==> src/rtl/twd_pkg.sv <==
package twd_pkg;
  // ticks without a trigger after which a channel counts as silent
  function automatic int expiry_ticks(input int cycle_ticks, input int window_ticks);
    return cycle_ticks + window_ticks;
  endfunction

  // a channel whose count is below this bound has seen a recent trigger
  function automatic int alive_ticks(input int cycle_ticks, input int window_ticks,
                                     input int skew_ticks);
    return cycle_ticks + window_ticks - skew_ticks;
  endfunction

  function automatic int count_width(input int max_count);
    return (max_count < 2) ? 1 : $clog2(max_count + 1);
  endfunction
endpackage

==> src/rtl/twd_bus_timer.sv <==
module twd_bus_timer import twd_pkg::*; #(
  parameter int LIMIT    = 1225000,
  parameter int ALIVE_LT = 1223000
) (
  input  logic clk,
  input  logic rst,
  input  logic trig,
  input  logic rearm,
  output logic expired,
  output logic alive
);
  localparam int CW = count_width(LIMIT);

  logic [CW-1:0] cnt;

  always_ff @(posedge clk) begin
    if (rst || trig || rearm) cnt <= '0;
    else if (cnt != CW'(LIMIT)) cnt <= cnt + 1'b1;
  end

  assign expired = (cnt == CW'(LIMIT));
  assign alive   = (cnt < CW'(ALIVE_LT));

  // a received trigger makes the channel live on the next cycle
  a_r2_rearm_live: assert property (@(posedge clk) disable iff (rst)
    trig |=> (alive && !expired));
endmodule

==> src/rtl/twd_fault_arbiter.sv <==
module twd_fault_arbiter #(
  parameter int NUM_BUS = 2
) (
  input  logic               clk,
  input  logic               rst,
  input  logic [NUM_BUS-1:0] expired,
  input  logic [NUM_BUS-1:0] alive,
  input  logic [NUM_BUS-1:0] clr,
  input  logic               tko,
  output logic [NUM_BUS-1:0] fault,
  output logic               req
);
  logic [NUM_BUS-1:0] others_alive;
  logic [NUM_BUS-1:0] new_fault;

  for (genvar i = 0; i < NUM_BUS; i++) begin : g_judge
    assign others_alive[i] = |(alive & ~(NUM_BUS'(1) << i));
    assign new_fault[i] = !tko && expired[i] && others_alive[i] && !fault[i] && !clr[i];

    // a set flag holds while its clear is low
    a_r4_flag_sticky: assert property (@(posedge clk) disable iff (rst)
      (fault[i] && !clr[i]) |=> fault[i]);
  end

  always_ff @(posedge clk) begin
    if (rst) begin
      fault <= '0;
      req   <= 1'b0;
    end else begin
      fault <= (fault & ~clr) | new_fault;
      req   <= |new_fault;
    end
  end

  // a request always comes with a freshly set flag
  a_r3_req_new_flag: assert property (@(posedge clk) disable iff (rst)
    req |-> |(fault & ~$past(fault)));
  // no request while the block owns the triggers
  a_r7_no_req_tko: assert property (@(posedge clk) disable iff (rst)
    tko |-> !req);
endmodule

==> src/rtl/twd_strobe_gen.sv <==
module twd_strobe_gen import twd_pkg::*; #(
  parameter int CYCLE_TICKS = 1000000
) (
  input  logic clk,
  input  logic rst,
  input  logic all_expired,
  output logic takeover,
  output logic strobe
);
  localparam int GW = count_width(CYCLE_TICKS - 1);

  logic [GW-1:0] gcnt;
  logic          enter;
  logic          period_end;

  assign enter      = all_expired && !takeover;
  assign period_end = takeover && (gcnt == GW'(CYCLE_TICKS - 1));

  always_ff @(posedge clk) begin
    if (rst) begin
      takeover <= 1'b0;
      strobe   <= 1'b0;
      gcnt     <= '0;
    end else begin
      takeover <= takeover | enter;
      strobe   <= enter | period_end;
      if (enter || period_end) gcnt <= '0;
      else if (takeover) gcnt <= gcnt + 1'b1;
    end
  end

  // takeover holds, strobes only in takeover, first strobe on entry
  a_r6_tko_sticky: assert property (@(posedge clk) disable iff (rst)
    takeover |=> takeover);
  a_r6_strobe_in_tko: assert property (@(posedge clk) disable iff (rst)
    strobe |-> takeover);
  a_r6_first_strobe: assert property (@(posedge clk) disable iff (rst)
    $rose(takeover) |-> strobe);
endmodule

==> src/rtl/trig_watchdog.sv <==
module trig_watchdog import twd_pkg::*; #(
  parameter int NUM_BUS      = 2,
  parameter int CYCLE_TICKS  = 1000000,
  parameter int WINDOW_TICKS = 225000,
  parameter int SKEW_TICKS   = 2000
) (
  input  logic               clk,
  input  logic               rst,
  input  logic [NUM_BUS-1:0] bus_trig,
  input  logic [NUM_BUS-1:0] fault_clr,
  output logic [NUM_BUS-1:0] bus_fault,
  output logic               err_req,
  output logic               takeover,
  output logic               trig_strobe
);
  localparam int LIMIT    = expiry_ticks(CYCLE_TICKS, WINDOW_TICKS);
  localparam int ALIVE_LT = alive_ticks(CYCLE_TICKS, WINDOW_TICKS, SKEW_TICKS);

  logic [NUM_BUS-1:0] expired_v;
  logic [NUM_BUS-1:0] alive_v;
  logic               all_expired;

  for (genvar g = 0; g < NUM_BUS; g++) begin : g_timer
    twd_bus_timer #(.LIMIT(LIMIT), .ALIVE_LT(ALIVE_LT)) u_timer (
      .clk     (clk),
      .rst     (rst),
      .trig    (bus_trig[g]),
      .rearm   (fault_clr[g]),
      .expired (expired_v[g]),
      .alive   (alive_v[g])
    );
  end

  assign all_expired = &expired_v;

  twd_fault_arbiter #(.NUM_BUS(NUM_BUS)) u_arbiter (
    .clk     (clk),
    .rst     (rst),
    .expired (expired_v),
    .alive   (alive_v),
    .clr     (fault_clr),
    .tko     (takeover),
    .fault   (bus_fault),
    .req     (err_req)
  );

  twd_strobe_gen #(.CYCLE_TICKS(CYCLE_TICKS)) u_strobe (
    .clk         (clk),
    .rst         (rst),
    .all_expired (all_expired),
    .takeover    (takeover),
    .strobe      (trig_strobe)
  );

  // entering takeover never coincides with a partition request
  a_r5_clean_takeover: assert property (@(posedge clk) disable iff (rst)
    $rose(takeover) |-> (!err_req && $stable(bus_fault)));
endmodule

==> config.mk <==
export PLATFORM = sky130hd
export DESIGN_NAME = trig_watchdog
export DESIGN_NICKNAME = d
export VERILOG_FILES = /design/src/rtl/twd_pkg.sv /design/src/rtl/twd_bus_timer.sv /design/src/rtl/twd_fault_arbiter.sv /design/src/rtl/twd_strobe_gen.sv /design/src/rtl/trig_watchdog.sv
export SDC_FILE = /design/constraint.sdc
export NUM_CORES = 1
export LEC_CHECK = 0
export BUFFER_PORTS_ARGS = -buffer_cell sky130_fd_sc_hd__buf_4
export CORE_UTILIZATION = 65
export DETAILED_ROUTE_END_ITERATION = 6
export PLACE_DENSITY = 0.83
export SKIP_LAST_GASP = 1
export SYNTH_ARGS = -nofsm -noshare
export SYNTH_HDL_FRONTEND = slang
export SYNTH_SLANG_ARGS = --single-unit
==> constraint.sdc <==
create_clock -name clk -period 5.47 [get_ports clk]
set_input_delay 0.8205 -clock clk [delete_from_list [all_inputs] [get_ports clk]]
set_output_delay 0.8205 -clock clk [all_outputs]
set_load 0.05 [all_outputs]
==> metrics, run 1 <==
flop-to-flop setup slack 3.31 ns; WL final roughly 6000 um; Slew Limit Fails 0; Resized cells post-CTS 0; largest family of logic cells by synthesized area simple AND/OR/NAND/NOR gates; critical path class reg -> reg; DRT Pass-1 Iters 5; hold slack between 0.4 and 0.5 ns; slew margin rel. 45.7%; Startpoint Class register; largest fanout on the critical path 19; commonest non-fill, non-tap cells in the layout dfxtp_1 (67), nor2_1 (61), xor2_1 (27); top cell type's share of synthesized area 42.0%; via count ~2600; final antenna-violating net count 0; first-pass GRT wire length approximately 10000 um; Synth area leaders dfxtp_1 (42%), xor2_1 (7.4%), nor2_1 (7.2%); Synth Area in XOR/XNOR between 10 and 15%; sequential share of the synthesized area between 40% and 50%; wire per inst 13.3 um; final count of hold timing violations 0; initial antenna violation count 0; core area approximately 4700 um2; CP endpoint kind register; CTS buffer count 9; maximum VDD drop roughly 230 uV; CP arrival 2.36 ns; Core Rows 25; Final #Nets 393; GPL Wtd Cong between 0.8 and 0.9; setup bufs post-CTS 0; Buf+Inv Stages, Crit Path 0; largest net degree at the start of global routing 22; CP top delay family simple AND/OR/NAND/NOR gates; Area growth syn-to-layout 8.65%; worst slew pin tran slightly above 0.8 ns; n_diodes 0; layout cell share with drive strength beyond 1 under 10%; CTS tree yes; CTS HTree Levels 3; fin crit share about two fifths; status complete, no violations; most common library cell in the layout ignoring fill and taps dfxtp_1; syn_nets between 300 and 400; clk sinks 67; root buf cell clkbuf_8; Clock transition at path regs around 0.070 ns; Initial DRC Count around 120; Post-Synthesis Cells ~370; Die ar. 5200 um2; Netlist Area Pre-Place 3200 um2; max-capacitance violation count 0; CP required roughly 5.7 ns; Post-synth top flop dfxtp_1; CTS Buffer Depth 2; Initial Utilization about two thirds; Post-DP HPWL ~4100 um; critical path's largest stage delay between 0.5 and 0.6 ns; Tmin final approximately 2.2 ns; clk_skew around 0.0087 ns; hold crit path type reg -> reg; cell taking the most area after synthesis dfxtp_1; fmax about 0.46 GHz; mean area per synthesized cell between 8 and 9 um2; Pleak ~1.2 nW; Synth Warn # 0; vias per cell 5.68; min-delay src u_arbiter.fault[0]; final setup fails 0; CP startpoint g_timer[1].u_timer.cnt[18]; Post-synth EDFFs 0; grt total ovfl 0; die height around 72 um; DRC errors left 0; Clk Latency, worst-skew pair 0.34 ns; total track usage 25.1%; RSZ-0062 raised after global routing no; Setup TNS 0 ns; Top-Level Pins 11; Power Dens Cells 258 nW/um2; Async SR Flop Fraction 0%; die width 72.1 um; vias in the first global route between 2000 and 2500; mux cell area share after synthesis 0.940%; Seq cells post-synth between 60 and 70; Synth Area in Compound Gates between 6 and 7%; Synth Area in Simple Gates between 30% and 40%; Distinct cells, synth between 40 and 50; CP cell instances or2_1 > or4_4 > nor3_4 > a21bo_1 > nor2_1; # port buffers 10; Post-Synth Adder-Cell Area under 10%; hold_buf cts 0; worst reg2reg path startpoint g_timer[1].u_timer.cnt[18]; Worst path slowest cell or4_4
[logic make-up (layout without fill, tap and decap cells)]
kind of cell / Yosys count / after routing
adders and majority gates: 5 / 5
and+or+nand+nor: 193 / 193
DFF: 67 / 67
AOI/OAI and AO/OA: 34 / 34
xor gates and xnor gates: 49 / 49
buffers and inverters: 23 / 36
muxes: 3 / 3
[Yosys cell counts (2+ instances only)]
| cell type | n |
|---|---|
| inv_1 | 10 |
| nand2b_1 | 4 |
| nor3_1 | 12 |
| nand4b_1 | 3 |
| nand4_1 | 15 |
| or3b_2 | 2 |
| and3_1 | 11 |
| nand3_1 | 22 |
| nor3_4 | 2 |
| or3_1 | 9 |
| o21ai_0 | 10 |
| and4_1 | 6 |
| nor2_1 | 61 |
| nor4bb_1 | 2 |
| xor2_1 | 27 |
| a21oi_1 | 14 |
| dfxtp_1 | 67 |
| nand2_1 | 26 |
| nor2b_1 | 2 |
| nor4_1 | 5 |
| mux2i_1 | 3 |
| clkbuf_1 | 10 |
| and2_1 | 4 |
| xnor2_1 | 22 |
| ha_1 | 5 |
[layer usage]
metal	global-route usage (%)	routed length, um	vias to the layer above	part of all wire (%)
met5	0	0	-	0
met4	9.80	105	0	1.7
met3	6.53	215	10	3.6
met2	38.9	2740	51	45
met1	33.6	2970	1206	49
li1	-	-	1310	-
[stage by stage]
| step | utilization [%] | power [mW] | setup WS [ns] | std cells | instance area, um2 |
|---|---|---|---|---|---|
| 6_report | 73.5 | 0.897 | 3.31 | 454 | 3470 |
| 5_1_grt | 73.5 | 0.927 | 3.09 | 454 | 3470 |
| 4_1_cts | 73.5 | 0.904 | 3.31 | 454 | 3470 |
| 3_5_place_dp | 69.5 | 0.515 | 3.33 | 438 | 3280 |
| 3_3_place_gp | 69.5 | 0.515 | 3.39 | 438 | 3280 |
| 2_1_floorplan | - | 0.511 | 3.45 | 374 | 3200 |
[flip-flops by register name, summed over array words and instances (netlist names)]
signal	count
g_timer.u_timer.cnt	42
u_strobe.gcnt	20
u_arbiter.fault	2
u_arbiter.req	1
u_strobe.strobe	1
u_strobe.takeover	1
[tightest hold or removal path: stages (launching register included)]
cell	delay (ns)
dfxtp_1	0.33
nand2_1	0.06
nand2_1	0.05
[path summary, 6_finish.rpt]
| kind | end | depth (start not counted) |
|---|---|---|
| setup / recovery | u_strobe.gcnt[13] | 5 |
| hold / removal | u_arbiter.fault[0] | 2 |
| setup reg to reg | u_strobe.gcnt[13] | 5 |
| hold reg to reg | u_arbiter.fault[0] | 2 |
[power breakdown]
part           internal (mW)  leakage, nW  switching, mW  total, mW
Sequential             0.488        0.540       0.000993      0.489
Clock                  0.214       0.0997          0.178      0.392
Combinational        0.00516        0.536        0.00954     0.0147
[area by class of cell]
cell class / instances / area, um2
Clock buffer: 15 / 186
Clock inverter: 1 / 5.00
Fill cell: 362 / 1250
Inverter: 10 / 37.5
Multi-Input combinational cell: 284 / 1740
Sequential cell: 67 / 1340
Tap cell: 67 / 83.8
Timing Repair Buffer: 10 / 75.1
Note: power is estimated with default switching activity, not from simulation.
==> run 2, diff against run 1 <==
- ABC_AREA: unset -> 1
- CORE_UTILIZATION: 65 -> 56
- PLACE_DENSITY: 0.83 -> 0.76
- clock period: 5.47 -> 1.9 ns (I/O delays scaled with it)
==> metrics, run 2 <==
status complete, no violations; Clock transition at path regs 0.07 ns (about the same); syn_nets 535 (+39%); max FFs per register 42 (unchanged); hold_buf cts 0 (unchanged); grt met1 use 31.1% (-2.5 points); clk sinks 67 (unchanged); GPL Wtd Cong 0.864 (+7.2%); CP endpoint kind register; n_diodes 0 (unchanged); M2 GR Usage 43.0% (+4.0 points); fill count 529 (+46%); largest family of logic cells by synthesized area simple AND/OR/NAND/NOR gates; Pleak 1.40 nW (+19%); maximum VDD drop 594 uV (+160%); Final #Nets 556 (+41%); Synth Area in XOR/XNOR 4.41% (-9.0 points); Tmin final 1.64 ns (-0.518 ns); mean area per synthesized cell 6.83 um2 (-20%); Power Dens Cells 669 nW/um2 (+160%); worst slew pin tran 0.471 ns (-0.336 ns); Startpoint Class register; Distinct cells, synth 32 (-29%); Initial Utilization 59.4% (-8.3 points); Post-synth EDFFs 0 (unchanged); Clk Latency, worst-skew pair 0.33 ns (about the same); vias per cell 5.27 (-7.2%); hold crit path type in -> reg; Seq cells post-synth 67 (unchanged); met3 usage 5.44% (-1.1 points); Area growth syn-to-layout 10.2%; Synth Area in Compound Gates 9.83% (+3.4 points); CTS tree yes; # port buffers 10 (unchanged); CTS HTree Levels 3 (unchanged); DRC errors left 0 (unchanged); commonest non-fill, non-tap cells in the layout nand2_1 (114), nor2_1 (68), dfxtp_1 (67); Netlist Area Pre-Place 3580 um2 (+12%); die height 81.9 um (+14%); top cell type's share of synthesized area 37.5% (-4.5 points); CP arrival 1.87 ns (-0.49 ns); top post-synthesis cells by count nand2_1 (114), nor2_1 (68), dfxtp_1 (67); Post-DP HPWL 5900 um (+42%); initial antenna violation count 0 (unchanged); via count 3287 (+28%); top-count cell post-synth nand2_1; DRT Pass-1 Iters 5 (unchanged); Synth area leaders dfxtp_1 (37%), nand2_1 (12%), nor2_1 (7.1%); Post-Synthesis Cells 524 (+40%); Post-synth top flop dfxtp_1; WL final 7690 um (+27%); Biggest register g_timer.u_timer.cnt; Initial DRC Count 231 (+86%); Post-Synth Adder-Cell Area 1.75% (-0.21 points); vias in the first global route 3019 (+32%); fin crit share 86.2% (+47 points); total track usage 25.2% (+0.066 points); Setup TNS 0 ns (unchanged); Resized cells post-CTS 0 (unchanged); critical path class reg -> reg; die width 81.9 um (+14%); Die ar. 6710 um2 (+29%); CTS Buffer Depth 2 (unchanged); max-capacitance violation count 0 (unchanged); mux cell area share after synthesis 0.280% (-0.66 points); layout cell share with drive strength beyond 1 13.7% (+5.1 points); CP required 2.13 ns (-3.54 ns); setup bufs post-CTS 0 (unchanged); clk_skew 0.00611 ns (-0.00260 ns); final setup fails 0 (unchanged); first-pass GRT wire length 13000 um (+27%); Top-Level Pins 11 (unchanged); sequential cell area 1340 um2 (unchanged); Most Crowded Layer GR met2; largest fanout on the critical path 5 (-14); Slew Limit Fails 0 (unchanged); Synth Warn # 0 (unchanged); Async SR Flop Fraction 0% (unchanged); hold slack 0.151 ns (-0.329 ns); core area 6030 um2 (+28%); wire per inst 12.3 um (-7.3%); slew margin rel. 68.3% (+23 points); Synth Area in Simple Gates 37.1% (+5.3 points); sequential share of the synthesized area 37.5% (-4.5 points); final count of hold timing violations 0 (unchanged); most common library cell in the layout ignoring fill and taps nand2_1; final antenna-violating net count 0 (unchanged); root buf cell clkbuf_8; Core Rows 28 (+12%); cell taking the most area after synthesis dfxtp_1; RSZ-0062 raised after global routing no; area of the multi-input gates 1910 um2 (+9.5%); fmax 0.611 GHz (+32%); CTS buffer count 9 (unchanged); grt total ovfl 0 (unchanged); largest net degree at the start of global routing 21 (-4.5%); top flop regs g_timer.u_timer.cnt (42), u_strobe.gcnt (20), u_arbiter.fault (2)
-- run 2: cell types whose count changed in the layout (fill, tap and decap cells not counted), sizes merged, moves of 9 or more --
cell	before	now
and3	11	0
nand3	22	33
xnor2	22	9
nand2	26	116
o21ai	10	28
or3	9	0
a21oi	14	38
inv	10	72
xor2	27	9
nor2	62	97
-- run 2: worst paths after layout --
check	from	endpoint	slack, ns	depth (start not counted)
setup reg to reg	g_timer[1].u_timer.cnt[0]	g_timer[1].u_timer.cnt[20]	0.26	8
hold reg to reg	g_timer[0].u_timer.cnt[19]	g_timer[0].u_timer.cnt[19]	0.47	2
hold / removal	rst	u_strobe.takeover	0.15	2
setup / recovery	g_timer[1].u_timer.cnt[0]	g_timer[1].u_timer.cnt[20]	0.26	8
-- run 2: kinds of logic after synthesis --
| kind of cell | after synthesis |
|---|---|
| muxes | 1 |
| DFF | 67 |
| adders and majority gates | 5 |
| xor gates and xnor gates | 18 |
| and+or+nand+nor | 285 |
| buffers and inverters | 79 |
| AOI/OAI and AO/OA | 69 |
-- run 2: metrics by stage --
step / setup slack [ns] / area [um2] / util, % / total power [mW] / std cells
after floorplan: 0.194 / 3580 / - / 1.48 / 524
after global placement: 0.352 / 3750 / 62.3 / 1.50 / 609
after detailed placement: 0.293 / 3750 / 62.3 / 1.50 / 609
after CTS: 0.288 / 3950 / 65.5 / 2.67 / 624
after global routing: 0.0900 / 3950 / 65.5 / 2.72 / 624
final: 0.263 / 3950 / 65.5 / 2.64 / 624
-- run 2: critical path: stages (launching register included) --
cell and delay [ns]:
dfxtp_1 0.40, ha_1 0.19, nand2_1 0.09, nor2_2 0.19
nand4_1 0.28, nor3_2 0.22, nand2_1 0.07, nand2_1 0.06
nor2_1 0.03
-- run 2: where the power goes --
| group | internal, mW | switching (mW) | leakage [nW] | total (mW) |
|---|---|---|---|---|
| logic | 0.0246 | 0.0391 | 0.765 | 0.0637 |
| registers | 1.41 | 0.00217 | 0.540 | 1.41 |
| clock network | 0.670 | 0.497 | 0.0995 | 1.17 |
-- run 2: routing by layer --
layer | wire length (um) | vias up
met4 | 110 | 0
met5 | 0 | -
met1 | 3660 | 1468
met3 | 326 | 11
li1 | - | 1720
met2 | 3580 | 88
-- run 2: layout make-up --
type,count,share of cell area (%)
Sequential cell,67,34.0
Clock inverter,2,0.888
Timing Repair Buffer,16,3.36
Inverter,73,6.95
Multi-Input combinational cell,378,48.4
Clock buffer,13,4.03
Tap cell,75,2.38
==> run 3, diff against run 2 <==
- PLACE_DENSITY: 0.76 -> 0.83
==> metrics, run 3 (synthesis gave the netlist of run 2 again) <==
Initial DRC Count 283 (+23%); DRC errors left 0 (unchanged); top flop regs g_timer.u_timer.cnt (42), u_strobe.gcnt (20), u_arbiter.fault (2); grt total ovfl 0 (unchanged); CTS Buffer Depth 2 (unchanged); worst slew pin tran 0.422 ns (-0.0495 ns); initial antenna violation count 0 (unchanged); DRT Pass-1 Iters 5 (unchanged); final antenna-violating net count 0 (unchanged); Final #Nets 554 (-0.36%); via count 3340 (+1.6%); Post-DP HPWL 5720 um (-3.0%); clk_skew 0.00883 ns (+0.00272 ns); CTS HTree Levels 3 (unchanged); Clock transition at path regs 0.07 ns (about the same); fill count 521 (-1.5%); status complete, no violations; total track usage 24.9% (-0.30 points); Design Area, Final 3930 um2 (-0.48%); fmax 0.593 GHz (-2.9%); die width 81.9 um (unchanged); hold_buf cts 0 (unchanged); wire per inst 12.3 um (-0.36%); max-capacitance violation count 0 (unchanged); core area 6030 um2 (unchanged); GPL Wtd Cong 0.880 (+1.8%); sequential cell area 1340 um2 (unchanged); vias in the first global route 2986 (-1.1%); critical path class reg -> reg; critical path's largest stage delay 0.39 ns (about the same); root buf cell clkbuf_8; Top-Level Pins 11 (unchanged); slew margin rel. 71.7% (+3.3 points); min-delay src rst; clk sinks 67 (unchanged); area of the multi-input gates 1910 um2 (unchanged); CP cell instances ha_1 > nand2_1 > nor2_2 > nand4_1 > nor3_2 > nand2_1 > nand2_1 > nor2_1; worst reg2reg path startpoint g_timer[1].u_timer.cnt[0]; RSZ-0062 raised after global routing no; Area growth syn-to-layout 9.72%; CTS buffer count 9 (unchanged); CP top delay family simple AND/OR/NAND/NOR gates; Setup WS pre-CTS 0.282 ns (-0.0104 ns); Initial Utilization 59.4% (unchanged); final setup fails 0 (unchanged); largest fanout on the critical path 5 (unchanged); Tmin final 1.69 ns (+0.0496 ns); Clk Latency, worst-skew pair 0.35 ns (+0.02 ns); Final Total Pwr 2.61 mW (-1.2%); Biggest register g_timer.u_timer.cnt; Slew Limit Fails 0 (unchanged); CP startpoint g_timer[1].u_timer.cnt[0]; Startpoint Class register; CP arrival 1.94 ns (+0.07 ns); Power Dens Cells 664 nW/um2 (-0.72%); largest net degree at the start of global routing 21 (unchanged); n_diodes 0 (unchanged); hold slack 0.133 ns (-0.0174 ns); first-pass GRT wire length 12700 um (-2.1%); Pleak 1.39 nW (-1.0%); WL final 7650 um (-0.52%); CP required 2.15 ns (+0.02 ns); Buf+Inv Stages, Crit Path 0 (unchanged); Die ar. 6710 um2 (unchanged); Setup TNS 0 ns (unchanged); max FFs per register 42 (unchanged); CTS tree yes; most used cell, CP nand2_1; Worst path slowest cell dfxtp_1; fin crit share 88.8% (+2.6 points); Setup WS post-layout 0.213 ns (-0.0496 ns); CP endpoint kind register; most common library cell in the layout ignoring fill and taps nand2_1; Area after DPL 3740 um2 (-0.40%); # port buffers 10 (unchanged); layout cell share with drive strength beyond 1 13.7% (+0.025 points); Core Rows 28 (unchanged); Resized cells post-CTS 0 (unchanged); die height 81.9 um (unchanged); maximum VDD drop 475 uV (-20%); commonest non-fill, non-tap cells in the layout nand2_1 (114), nor2_1 (68), dfxtp_1 (67); vias per cell 5.36 (+1.8%); setup bufs post-CTS 0 (unchanged); hold crit path type in -> reg; final count of hold timing violations 0 (unchanged)
## run 3: cell count changes in the layout (fill, tap and decap cells not counted)
cell / change
buf_4: -2
bufinv_16: -1
clkbuf_1: -1
clkbuf_8: +1
clkinv_4: +1
clkinvlp_4: +1
## run 3: area by class of cell
class,instances,share of cell area (%)
clock inverter,3,0.542
multi-input combinational,378,48.6
inverter,73,6.98
timing repair buffer,14,3.00
tap,75,2.39
sequential,67,34.2
clock buffer,13,4.30
## run 3: per-layer routing
layer  track usage (%)  share of wire [%]  vias to the layer above
met2              40.3                 45                      123
met1              31.0                 46                     1486
met3              4.44                5.9                       24
li1                  -                  -                     1707
met4              13.7                2.8                        0
met5                 0                  0                        -
## run 3: path summary, 6_finish.rpt
| path | endpoint | cells after the start | slack (ns) |
|---|---|---|---|
| hold / removal | u_strobe.takeover | 2 | 0.13 |
| setup / recovery | g_timer[1].u_timer.cnt[20] | 8 | 0.21 |
| setup reg to reg | g_timer[1].u_timer.cnt[20] | 8 | 0.21 |
| hold reg to reg | u_arbiter.fault[1] | 2 | 0.48 |
## run 3: power by group
part / total (mW) / switching, mW / internal (mW)
clock: 1.14 / 0.556 / 0.581
sequential: 1.41 / 0.00214 / 1.41
combinational: 0.0632 / 0.0397 / 0.0235
## run 3: per-stage QoR
step	instances	util, %
after global routing	623	65.2
after floorplan	524	-
final	623	65.2
after detailed placement	607	62.0
after global placement	607	62.0
after CTS	623	65.2
